`src/rtl/ddm_pkg.sv`:
```
package ddm_pkg;
  typedef enum logic [2:0] {
    MODE_STANDBY = 3'd0,
    MODE_OUT_DIS = 3'd1,
    MODE_READ    = 3'd2,
    MODE_WRITE   = 3'd3,
    MODE_DEEP_PD = 3'd4
  } die_mode_e;

  function automatic die_mode_e access_kind(input logic oe_n, input logic we_n);
    if (!oe_n && we_n)      return MODE_READ;
    else if (oe_n && !we_n) return MODE_WRITE;
    else                    return MODE_OUT_DIS;
  endfunction
endpackage

```
`src/rtl/ddm_flash_dec.sv`:
```
module ddm_flash_dec
  import ddm_pkg::*;
(
  input  logic      sel_n,
  input  logic      forbidden,
  input  logic      oe_n,
  input  logic      we_n,
  output die_mode_e mode
);
  always_comb begin
    if (forbidden)  mode = MODE_OUT_DIS;
    else if (sel_n) mode = MODE_STANDBY;
    else            mode = access_kind(oe_n, we_n);
  end
endmodule

```
`src/rtl/ddm_psram_dec.sv`:
```
module ddm_psram_dec
  import ddm_pkg::*;
(
  input  logic      sel_n,
  input  logic      sel_hi,
  input  logic      forbidden,
  input  logic      oe_n,
  input  logic      we_n,
  output die_mode_e mode
);
  always_comb begin
    if (forbidden)    mode = MODE_OUT_DIS;
    else if (!sel_hi) mode = MODE_DEEP_PD;
    else if (sel_n)   mode = MODE_STANDBY;
    else              mode = access_kind(oe_n, we_n);
  end
endmodule

```
`src/rtl/ddm_lane_ctrl.sv`:
```
module ddm_lane_ctrl
  import ddm_pkg::*;
#(
  parameter int DATA_W = 16,
  parameter int BYTE_W = 8
) (
  input  die_mode_e                     f_mode,
  input  die_mode_e                     p_mode,
  input  logic                          wide,
  input  logic [DATA_W/BYTE_W-1:0]      be_n,
  input  logic                          top_lane,
  output logic [DATA_W-1:0]             oe,
  output logic                          addr_vld,
  output logic                          addr_bit
);
  localparam int NUM_BYTES = DATA_W / BYTE_W;

  logic f_rd, p_rd, f_acc;
  assign f_rd  = (f_mode == MODE_READ);
  assign p_rd  = (p_mode == MODE_READ);
  assign f_acc = f_rd || (f_mode == MODE_WRITE);

  for (genvar g = 0; g < NUM_BYTES; g++) begin : g_byte
    logic grp_on;
    // group 0 serves the narrow flash bus; upper groups only in wide mode
    if (g == 0) begin : g_low
      assign grp_on = f_rd || (p_rd && !be_n[g]);
    end else begin : g_up
      assign grp_on = (f_rd && wide) || (p_rd && !be_n[g]);
    end
    for (genvar b = 0; b < BYTE_W; b++) begin : g_lane
      assign oe[g*BYTE_W + b] = grp_on;
    end
  end

  assign addr_vld = f_acc && !wide;
  assign addr_bit = addr_vld && top_lane;
endmodule

```
`src/rtl/dual_die_mode_dec.sv`:
```
module dual_die_mode_dec
  import ddm_pkg::*;
#(
  parameter int DATA_W = 16,
  parameter int BYTE_W = 8
) (
  input  logic              clk,
  input  logic              rst_n,
  input  logic              flash_sel_n,
  input  logic              ps_sel_n,
  input  logic              ps_sel_hi,
  input  logic              rd_en_n,
  input  logic              wr_en_n,
  input  logic              wide_mode,
  input  logic              ps_hi_n,
  input  logic              ps_lo_n,
  input  logic              lane15_in,
  input  logic              err_clr,
  output logic [2:0]        flash_mode,
  output logic [2:0]        ps_mode,
  output logic [DATA_W-1:0] lane_oe,
  output logic              byte_addr_vld,
  output logic              byte_addr,
  output logic              contention_err
);
  localparam int NUM_BYTES = DATA_W / BYTE_W;

  logic                 forbidden;
  die_mode_e            f_mode_d, p_mode_d;
  logic [DATA_W-1:0]    oe_d;
  logic                 vld_d, addr_d;
  logic [NUM_BYTES-1:0] be_n;

  assign forbidden = !flash_sel_n && !ps_sel_n && ps_sel_hi;
  assign be_n = {{(NUM_BYTES-1){ps_hi_n}}, ps_lo_n};

  ddm_flash_dec u_flash (
    .sel_n(flash_sel_n), .forbidden(forbidden),
    .oe_n(rd_en_n), .we_n(wr_en_n), .mode(f_mode_d)
  );

  ddm_psram_dec u_psram (
    .sel_n(ps_sel_n), .sel_hi(ps_sel_hi), .forbidden(forbidden),
    .oe_n(rd_en_n), .we_n(wr_en_n), .mode(p_mode_d)
  );

  ddm_lane_ctrl #(.DATA_W(DATA_W), .BYTE_W(BYTE_W)) u_lanes (
    .f_mode(f_mode_d), .p_mode(p_mode_d), .wide(wide_mode), .be_n(be_n),
    .top_lane(lane15_in), .oe(oe_d), .addr_vld(vld_d), .addr_bit(addr_d)
  );

  always_ff @(posedge clk or negedge rst_n) begin
    if (!rst_n) begin
      flash_mode     <= MODE_STANDBY;
      ps_mode        <= MODE_STANDBY;
      lane_oe        <= '0;
      byte_addr_vld  <= 1'b0;
      byte_addr      <= 1'b0;
      contention_err <= 1'b0;
    end else begin
      flash_mode    <= f_mode_d;
      ps_mode       <= p_mode_d;
      lane_oe       <= oe_d;
      byte_addr_vld <= vld_d;
      byte_addr     <= addr_d;
      if (forbidden)    contention_err <= 1'b1;
      else if (err_clr) contention_err <= 1'b0;
    end
  end

  p_lanes_need_reader_r12: assert property (@(posedge clk) disable iff (!rst_n)
    (lane_oe != '0) |-> (flash_mode == MODE_READ || ps_mode == MODE_READ));

  p_single_reader_r12: assert property (@(posedge clk) disable iff (!rst_n)
    !(flash_mode == MODE_READ && ps_mode == MODE_READ));

  p_err_sticky_r7: assert property (@(posedge clk) disable iff (!rst_n)
    (contention_err && !err_clr) |=> contention_err);

  p_forbidden_quiet_r6: assert property (@(posedge clk) disable iff (!rst_n)
    (!flash_sel_n && !ps_sel_n && ps_sel_hi) |=> (contention_err && lane_oe == '0));

  p_flash_idle_r4: assert property (@(posedge clk) disable iff (!rst_n)
    flash_sel_n |=> (flash_mode == MODE_STANDBY));

  p_deep_pd_r5: assert property (@(posedge clk) disable iff (!rst_n)
    !ps_sel_hi |=> (ps_mode == MODE_DEEP_PD));

  p_narrow_upper_off_r9: assert property (@(posedge clk) disable iff (!rst_n)
    byte_addr_vld |-> (lane_oe[DATA_W-1:BYTE_W] == '0));
endmodule

```
`config.mk`:
```
export PLATFORM = sky130hd
export DESIGN_NAME = dual_die_mode_dec
export DESIGN_NICKNAME = d
export VERILOG_FILES = /design/src/rtl/ddm_pkg.sv /design/src/rtl/ddm_flash_dec.sv /design/src/rtl/ddm_psram_dec.sv /design/src/rtl/ddm_lane_ctrl.sv /design/src/rtl/dual_die_mode_dec.sv
export SDC_FILE = /design/constraint.sdc
export NUM_CORES = 1
export LEC_CHECK = 0
export ABC_AREA = 1
export BUFFER_PORTS_ARGS = -buffer_cell sky130_fd_sc_hd__buf_4
export CORE_ASPECT_RATIO = 1.75
export CORE_MARGIN = 4
export CORE_UTILIZATION = 40
export CTS_BUF_LIST = sky130_fd_sc_hd__clkbuf_2 sky130_fd_sc_hd__clkbuf_4 sky130_fd_sc_hd__clkbuf_8
export CTS_CLUSTER_SIZE = 8
export DETAILED_ROUTE_END_ITERATION = 12
export MAX_ROUTING_LAYER = met4
export PLACE_DENSITY_LB_ADDON = 0.1
export SLEW_MARGIN = 20
export SYNTH_ARGS = -nofsm -noshare
export SYNTH_HDL_FRONTEND = slang
export SYNTH_HIERARCHICAL = 1
export SYNTH_SLANG_ARGS = --single-unit
```
`constraint.sdc`:
```
create_clock -name clk -period 0.84 [get_ports clk]
set_input_delay 0.168 -clock clk [delete_from_list [all_inputs] [get_ports clk]]
set_output_delay 0.168 -clock clk [all_outputs]
set_load 0.01 [all_outputs]
```
==> metrics, run 1 <==
status=finished, violations left; failing checks=negative setup slack; Setup crit end=contention_err; Final setup viols=41; most repeated cell in the gate-level netlist after synthesis=dfrtp_1; CTS Buffer Depth=2; Seq/Total Area, Yosys=65.79%; Detailed Route WL=1583 um; Final ANT Viol Nets=0; P&R area growth vs syn=54.87%; CTS Buf Count=3; DRT Pass-1 Iters=2; drt initial violations=19; DR WL/cell=10.84 um; Clock Power Share=28.8%; slowest stage cell, crit path=dfrtp_1; GRT Util Overall=12.00%; Combinational Power Share=17.5%; Synth area leader=dfrtp_1; min Tclk post-route=939.6 ps; Worst EP arrival=770 ps; sw frac=22.17%; Post-synth EDFFs=0; maximum vdd drop=0.001110 V; crit-path cells=buf_6; leakage power=0.7794 nW; largest net degree at the start of global routing=26; Reg2Reg Depth=4; hold crit path type=input port to register; top cells by area, synth=dfrtp_1 66%, buf_4 13%, inv_1 5.9%, nand2_1 4.3%, ha_1 2.6%; ys async rst share=100.0%; Syn Nets=99; global-route wire length before repair=2704 um; reg2reg start=contention_err; RSZ-0062 raised after global routing=yes; # nets final=136; instance count on the critical path=1; DRC viols=0; # diodes=0; CTS tree=yes; Die X=44.86 um; delay of the slowest cell on the worst path=390 ps; commonest cells in the netlist=25 x dfrtp_1, 17 x buf_4, 15 x inv_1; Max Transition Viols Final=0; Reg clk slew, reported paths=80 ps; Die ar.=3252 um2; required time worst endpoint=670 ps; IO Count=37; register bit count reported by yosys=25; Final Hold Fails=0; Core Box Area=2273 um2; Netlist cell types=13; Mapped Avg Cell Area=11.19 um2; WS Path Type=register to primary output; Synth Cell Area=950.9 um2; Post-synth top flop=dfrtp_1; reg2reg end=contention_err; CTS H-tree lvls=1; vias in the first global route=633; Rows=23; CTS Sinks=25; Initial Util=41.83%; crit-path max FO=2; port bufs=36; clock root cell=clkbuf_8; cell family with most CP delay=flip-flops; worst-skew pair later-pin latency=260 ps; Final Power=0.002400 W; Final WS setup=-99.60 ps; Worst Setup SP=contention_err; fmax=1064 MHz; Register-to-Register Setup Slack=10 ps; crit start category=register; pwr dens=1629 nW/um2; yosys warns=6; layout cells sized above 1=62.81%; via density per instance=4.219; Layout Skew=0 ps; post-DP HPWL=1262 um; gpl congestion=0.6534; routed via count=616; final core utilization=64.78%; NetSw=0.0005320 W; Internal=0.001868 W; WP buf/inv=1; Tcrit/Tclk final=111.9%; # Max-Cap Violations=0; Die H=72.50 um; Cells after Synth=85; remaining global-route overflow=0; initial antenna violation count=0; Flop pwr share=53.7%; Worst setup EP type=primary output; dpl ws=-408.4 ps; area share of the leading cell type in the synthesized netlist=65.79%
==> worst min path at each step <==
stage | slack [ps] | end | cells after the start | start
2_1_floorplan | -130 | byte_addr | 0 | rst_n
3_3_place_gp | 70 | lane_oe[2] | 1 | rst_n
3_5_place_dp | 80 | lane_oe[2] | 1 | rst_n
4_1_cts | 80 | byte_addr | 2 | wide_mode
5_1_grt | 70 | byte_addr | 2 | wide_mode
6_report | 80 | byte_addr | 2 | wide_mode
==> cells in the final DEF, fill, tap and decap left out, drive strengths merged <==
master       netlist  routed
nand2             11      11
clkbuf             0       4
ha                 2       2
nor3               1       1
nand4              1       1
nor2               7       7
conb               1       1
dlygate4sd3        0       1
o21ai              1       1
dfrtp             25      25
nand3              3       3
buf               17      48
inv               16      16
==> metal layers <==
metal | vias to the layer above | GRT usage [%] | share of wire (%) | routed length (um)
met5 | - | - | 0 | 0
met4 | 0 | 6.840 | 2.1 | 34
met3 | 4 | 2.233 | 7.4 | 117
met2 | 23 | 20.96 | 59 | 927
met1 | 286 | 11.86 | 32 | 504
li1 | 303 | - | - | -
==> cell families after synthesis <==
kind of cell             share of synthesized area [%]
adder cells (fa/ha/maj)                          2.631
AND/OR/NAND/NOR                                  10.92
other                                           0.3944
flip-flops                                       65.79
buffers and inverters                            19.74
AO/OA/AOI/OAI                                   0.5258
==> repair_timing <==
item                                    CTS  global route
hold buffers                              1             0
endpoints found under the setup margin   42            43
gates resized for setup                  32            11
endpoints found under the hold margin    25             0
buffers inserted                          2             2
cloned                                    0             0
pin swaps                                 8             8
==> per-stage QoR <==
stage	instances	setup TNS (ps)	area, um2	hold WS [ps]
2_1_floorplan	85	-4793	1035	-127.6
3_3_place_gp	137	-6891	1235	74.60
3_5_place_dp	137	-7240	1235	80.93
6_report	146	-2519	1473	81.30
4_1_cts	144	-2996	1425	75.31
5_1_grt	146	-4260	1473	65.59
==> flip-flops by register name (all words and copies together) (netlist names) <==
register,flops
lane_oe,16
flash_mode,3
ps_mode,3
byte_addr,1
byte_addr_vld,1
contention_err,1
==> area by class of cell <==
| cell class | instances | area, um2 |
|---|---|---|
| flip-flops and latches | 25 | 625.6 |
| repair buffers | 49 | 475.5 |
| multi-input cells | 27 | 221.5 |
| clock buffers | 4 | 48.80 |
| fillers | 191 | 800.8 |
| inverters | 16 | 70.07 |
| well taps | 25 | 31.28 |
==> power by group through the flow <==
stage	Sequential [W]	Clock [W]	Combinational (W)
3_5_place_dp	0.00130	0	0.000334
4_1_cts	0.00129	0.000713	0.000399
2_1_floorplan	0.00133	0	0.000144
5_1_grt	0.00129	0.000776	0.000463
3_3_place_gp	0.00130	0	0.000327
6_report	0.00129	0.000692	0.000420
Note: power is estimated with default switching activity, not from simulation.
==> inputs of run 2 (changes only) <==
--- a/config.mk
+++ b/config.mk
@@ -5,17 +5,15 @@
 export SDC_FILE = /design/constraint.sdc
 export NUM_CORES = 1
 export LEC_CHECK = 0
-export ABC_AREA = 1
 export BUFFER_PORTS_ARGS = -buffer_cell sky130_fd_sc_hd__buf_4
-export CORE_ASPECT_RATIO = 1.75
-export CORE_MARGIN = 4
+export CORE_MARGIN = 2
 export CORE_UTILIZATION = 40
 export CTS_BUF_LIST = sky130_fd_sc_hd__clkbuf_2 sky130_fd_sc_hd__clkbuf_4 sky130_fd_sc_hd__clkbuf_8
 export CTS_CLUSTER_SIZE = 8
 export DETAILED_ROUTE_END_ITERATION = 12
 export MAX_ROUTING_LAYER = met4
 export PLACE_DENSITY_LB_ADDON = 0.1
-export SLEW_MARGIN = 20
+export SLEW_MARGIN = 10
 export SYNTH_ARGS = -nofsm -noshare
 export SYNTH_HDL_FRONTEND = slang
 export SYNTH_HIERARCHICAL = 1
==> metrics, run 2 <==
Hold Crit Endpoint=lane_oe[4]; CTS tree=yes; failing checks=negative setup slack; Die H=51.62 um; IO Count=37; fmax=930.0 MHz; required time worst endpoint=1020 ps; clock root cell=clkbuf_4; ys async rst share=100.0%; Final WS setup=-235.2 ps; Initial Util=41.81%; DRC viols=0; Final setup viols=43; Worst setup EP type=register; # nets final=113; Hold Crit Start=ps_lo_n; # Max-Cap Violations=0; global-route wire length before repair=2242 um; Largest register FFs=16; Final Hold Fails=0; layout cells sized above 1=67.35%; Post-synth top flop=dfrtp_1; P&R area growth vs syn=59.03%; leakage power=0.7287 nW; RSZ-0062 raised after global routing=yes; yosys warns=6; Reg2Reg Depth=1; register bit count reported by yosys=25; reg2reg start=contention_err; GRT Util Overall=11.99%; pwr dens=1517 nW/um2; fin cells=126; status=finished, violations left; area share of the leading cell type in the synthesized netlist=68.97%; vias in the first global route=510; Die ar.=2665 um2; Synth area leader=dfrtp_1; CTS Buf Count=3; Layout Skew=0 ps; fill count=166; Final ANT Viol Nets=0; Die X=51.62 um; Max Transition Viols Final=0; Netlist cell types=16; CTS H-tree lvls=1; # diodes=0; Mapped Avg Cell Area=14.40 um2; Biggest register=lane_oe; Tcrit/Tclk final=128.0%; Detailed Route WL=1361 um; initial antenna violation count=0; post-DP HPWL=1009 um; Core Box Area=2170 um2; final core utilization=66.49%; remaining global-route overflow=0; hold crit path type=input port to register; gpl congestion=0.7222; WS Path Type=input port to register; CTS Buffer Depth=2; Syn Nets=77; Post-synth EDFFs=0; Synth Cell Area=907.1 um2; top cells by area, synth=dfrtp_1 69%, buf_4 14%, ha_1 2.8%, nor3_2 2.2%, inv_1 1.7%; Hold Path Depth=2; largest net degree at the start of global routing=26; post-route cell area=1443 um2; CTS Sinks=25; crit start category=input port; top flop regs=lane_oe x16, flash_mode x3, ps_mode x3; commonest cells in the netlist=25 x dfrtp_1, 17 x buf_4, 4 x inv_1; Final Power=0.002188 W; DR WL/cell=10.80 um; drt initial violations=1; min Tclk post-route=1075 ps; most repeated cell in the gate-level netlist after synthesis=dfrtp_1; worst-skew pair later-pin latency=290 ps; dpl ws=-633.7 ps; Cells after Synth=63; placed cell count=118; most common cell after layout, fill and taps aside=buf_6; Reg clk slew, reported paths=120 ps; Register-to-Register Setup Slack=170 ps; Worst EP arrival=1260 ps; port bufs=36; routed via count=528; DRT Pass-1 Iters=4; most frequent cells in the layout=28 x buf_6, 25 x dfrtp_1, 16 x buf_4; reg2reg end=contention_err; placed cell area=1214 um2; Rows=17; via density per instance=4.190; Seq/Total Area, Yosys=68.97%; maximum vdd drop=0.001208 V; crit-path max FO=8
-- run 2: changes by cell type after synthesis, sizes merged, moves of 2 or more --
| cell | delta |
|---|---|
| nand2b | +2 |
| nor2 | -5 |
| inv | -12 |
| nor3b | +2 |
| nand2 | -11 |
| o21bai | +2 |
| nand3 | -3 |
-- run 2: metal layers --
metal  global-route usage (%)  share of wire, %  up-vias
met2                    17.74                52       19
met5                        -                 0        -
met4                    6.579              0.96        0
li1                         -                 -      256
met1                    15.46                43      251
met3                    2.586               4.6        2
-- run 2: kinds of logic after synthesis --
group | Yosys count | synth area share (%)
other | 1 | 0.4134
AND/OR/NAND/NOR | 9 | 7.587
adder cells (fa/ha/maj) | 2 | 2.758
flip-flops | 25 | 68.97
buffers and inverters | 21 | 15.72
AO/OA/AOI/OAI | 5 | 4.553
-- run 2: through the flow --
step | hold slack [ps] | setup TNS (ps)
floorplan | -127.6 | -7962
global placement | 77.98 | -11050
detailed placement | 83.90 | -11270
CTS | 8.508 | -8173
global route | 72.44 | -9219
finish | 88.35 | -7070
-- run 2: final cells by class --
cell class              count  area, um2  share of cell area (%)
clock buffers               3      22.52                   1.561
inverters                   4      17.52                   1.214
flip-flops and latches     25      625.6                   43.37
multi-input cells          17      251.5                   17.43
clock inverters             1      5.005                  0.3469
repair buffers             48      485.5                   33.65
well taps                  28      35.03                   2.428
-- run 2: critical path, stage by stage --
cell      delay, ps
buf_6           100
nor3b_4         170
o21bai_2        200
or3b_4          430
o32ai_4         190
-- run 2: how the worst max path moves through the flow --
stage,from,endpoint,slack (ps),depth (start not counted)
2_1_floorplan,ps_sel_hi,lane_oe[10],-490,5
3_3_place_gp,ps_sel_n,lane_oe[12],-610,5
3_5_place_dp,ps_sel_n,lane_oe[15],-630,5
4_1_cts,ps_sel_n,lane_oe[14],-270,5
5_1_grt,flash_sel_n,lane_oe[8],-270,5
6_report,ps_sel_hi,lane_oe[12],-240,5
-- run 2: report_power, final --
group | switching (W) | internal (W) | total, W | leakage, nW
Combinational | 0.000163 | 0.000250 | 0.000413 | 0.376
Clock | 0.000308 | 0.000177 | 0.000485 | 0.0177
Sequential | 0.0000277 | 0.00126 | 0.00129 | 0.335
Total | 0.000499 | 0.00169 | 0.00219 | 0.729
-- run 2: what timing repair did --
item / 4_1_cts / 5_1_grt
hold buffers: 1 / 1
endpoints found under the setup margin: 44 / 43
buffers inserted: 2 / 0
pin swaps: 5 / 1
hold endpoints to repair: 25 / 2
resized for setup: 35 / 5
==> inputs of run 3 (changes only) <==
==> constraint.sdc (replaced) <==
create_clock -name clk -period 1.1 [get_ports clk]
set_input_delay 0.22 -clock clk [delete_from_list [all_inputs] [get_ports clk]]
set_output_delay 0.22 -clock clk [all_outputs]
set_load 0.01 [all_outputs]
==> metrics, run 3 (synthesis gave the netlist of run 2 again) <==
Detailed Route WL=1384 um; most frequent cells in the layout=41 x buf_4, 25 x dfrtp_1, 4 x clkbuf_4, 4 x buf_6; DRC viols=0; fin cells=124; Core Box Area=2170 um2; worst-skew pair later-pin latency=300 ps; crit-path max FO=8; CTS tree=yes; DRT Pass-1 Iters=2; leakage power=0.6776 nW; Biggest register=lane_oe; Final setup viols=16; post-DP HPWL=1078 um; most common cell after layout, fill and taps aside=buf_4; maximum vdd drop=0.001172 V; CTS Buffer Depth=2; Tcrit/Tclk final=104.5%; port bufs=36; largest net degree at the start of global routing=26; top flop regs=lane_oe x16, flash_mode x3, ps_mode x3; Final ANT Viol Nets=0; CTS Buf Count=3; Largest register FFs=16; drt initial violations=5; Final Power=0.001633 W; remaining global-route overflow=0; Final Hold Fails=0; placed cell count=118; Initial Util=41.81%; Worst setup EP type=register; routed via count=508; Die H=51.62 um; global-route wire length before repair=2187 um; # diodes=0; pwr dens=1271 nW/um2; vias in the first global route=493; P&R area growth vs syn=41.65%; Die ar.=2665 um2; crit start category=input port; status=finished, violations left; Layout Skew=0 ps; RSZ-0062 raised after global routing=yes; WS Path Type=input port to register; CTS H-tree lvls=1; Reg clk slew, reported paths=120 ps; GRT Util Overall=11.87%; layout cells sized above 1=63.54%; Die X=51.62 um; Max Transition Viols Final=0; Worst EP arrival=1340 ps; required time worst endpoint=1290 ps; DR WL/cell=11.16 um; # Max-Cap Violations=0; hold crit path type=input port to register; Reg2Reg Depth=1; min Tclk post-route=1149 ps; Hold Path Depth=2; clock root cell=clkbuf_4; fmax=870.1 MHz; CTS Sinks=25; gpl congestion=0.7151; via density per instance=4.097; initial antenna violation count=0; failing checks=negative setup slack; IO Count=37; Final WS setup=-49.30 ps; Rows=17; # nets final=111
==> run 3: worst max-delay path, cell delays in order <==
cell     delay [ps]
buf_6           100
nor3b_4         320
nor2_1           90
or3b_4          420
o32ai_4         190
==> run 3: power breakdown <==
group,switching (W),internal (W)
Combinational,0.000116,0.000143
Sequential,0.0000137,0.000963
Clock,0.000232,0.000166
==> run 3: stage by stage <==
step / TNS, ps / util (%) / cell area [um2] / worst slack [ps] / hold slack, ps
after floorplan: -4442 / - / 964.7 / -280.3 / -75.59
after global placement: -6396 / 55.25 / 1199 / -378.7 / 129.0
after detailed placement: -6800 / 55.25 / 1199 / -401.4 / 133.6
after CTS: -778.7 / 58.30 / 1265 / -52.95 / 73.30
after global routing: -1459 / 59.23 / 1285 / -104.1 / 48.51
final: -727.5 / 59.23 / 1285 / -49.30 / 85.37
==> run 3: timing repair <==
item | in CTS | in global routing
hold buffers | 1 | 0
setup endpoints to repair | 17 | 19
pin swaps | 1 | 1
hold endpoints to repair | 25 | 0
buffers inserted | 1 | 0
gates resized for setup | 4 | 4
==> run 3: worst paths after layout <==
| check | start | to | slack [ps] |
|---|---|---|---|
| min in group asynchronous | rst_n | ps_mode[2] | 330 |
| hold reg to reg | contention_err | contention_err | 530 |
| setup / recovery | ps_sel_n | lane_oe[14] | -50 |
| setup reg to reg | contention_err | contention_err | 420 |
| max in group asynchronous | rst_n | lane_oe[7] | 530 |
| hold / removal | wide_mode | byte_addr_vld | 90 |
==> run 3: area by class of cell <==
cell class | count | area (um2)
fillers | 184 | 884.6
multi-input cells | 17 | 216.5
repair buffers | 46 | 362.8
inverters | 4 | 15.01
well taps | 28 | 35.03
clock buffers | 4 | 30.03
flip-flops and latches | 25 | 625.6
==> run 3: per-layer routing <==
metal | part of all wire [%] | track usage, % | up-vias
met4 | 0 | 2.632 | 0
met5 | 0 | - | -
li1 | - | - | 246
met2 | 51 | 19.23 | 21
met3 | 6.6 | 5.172 | 0
met1 | 42 | 13.77 | 241
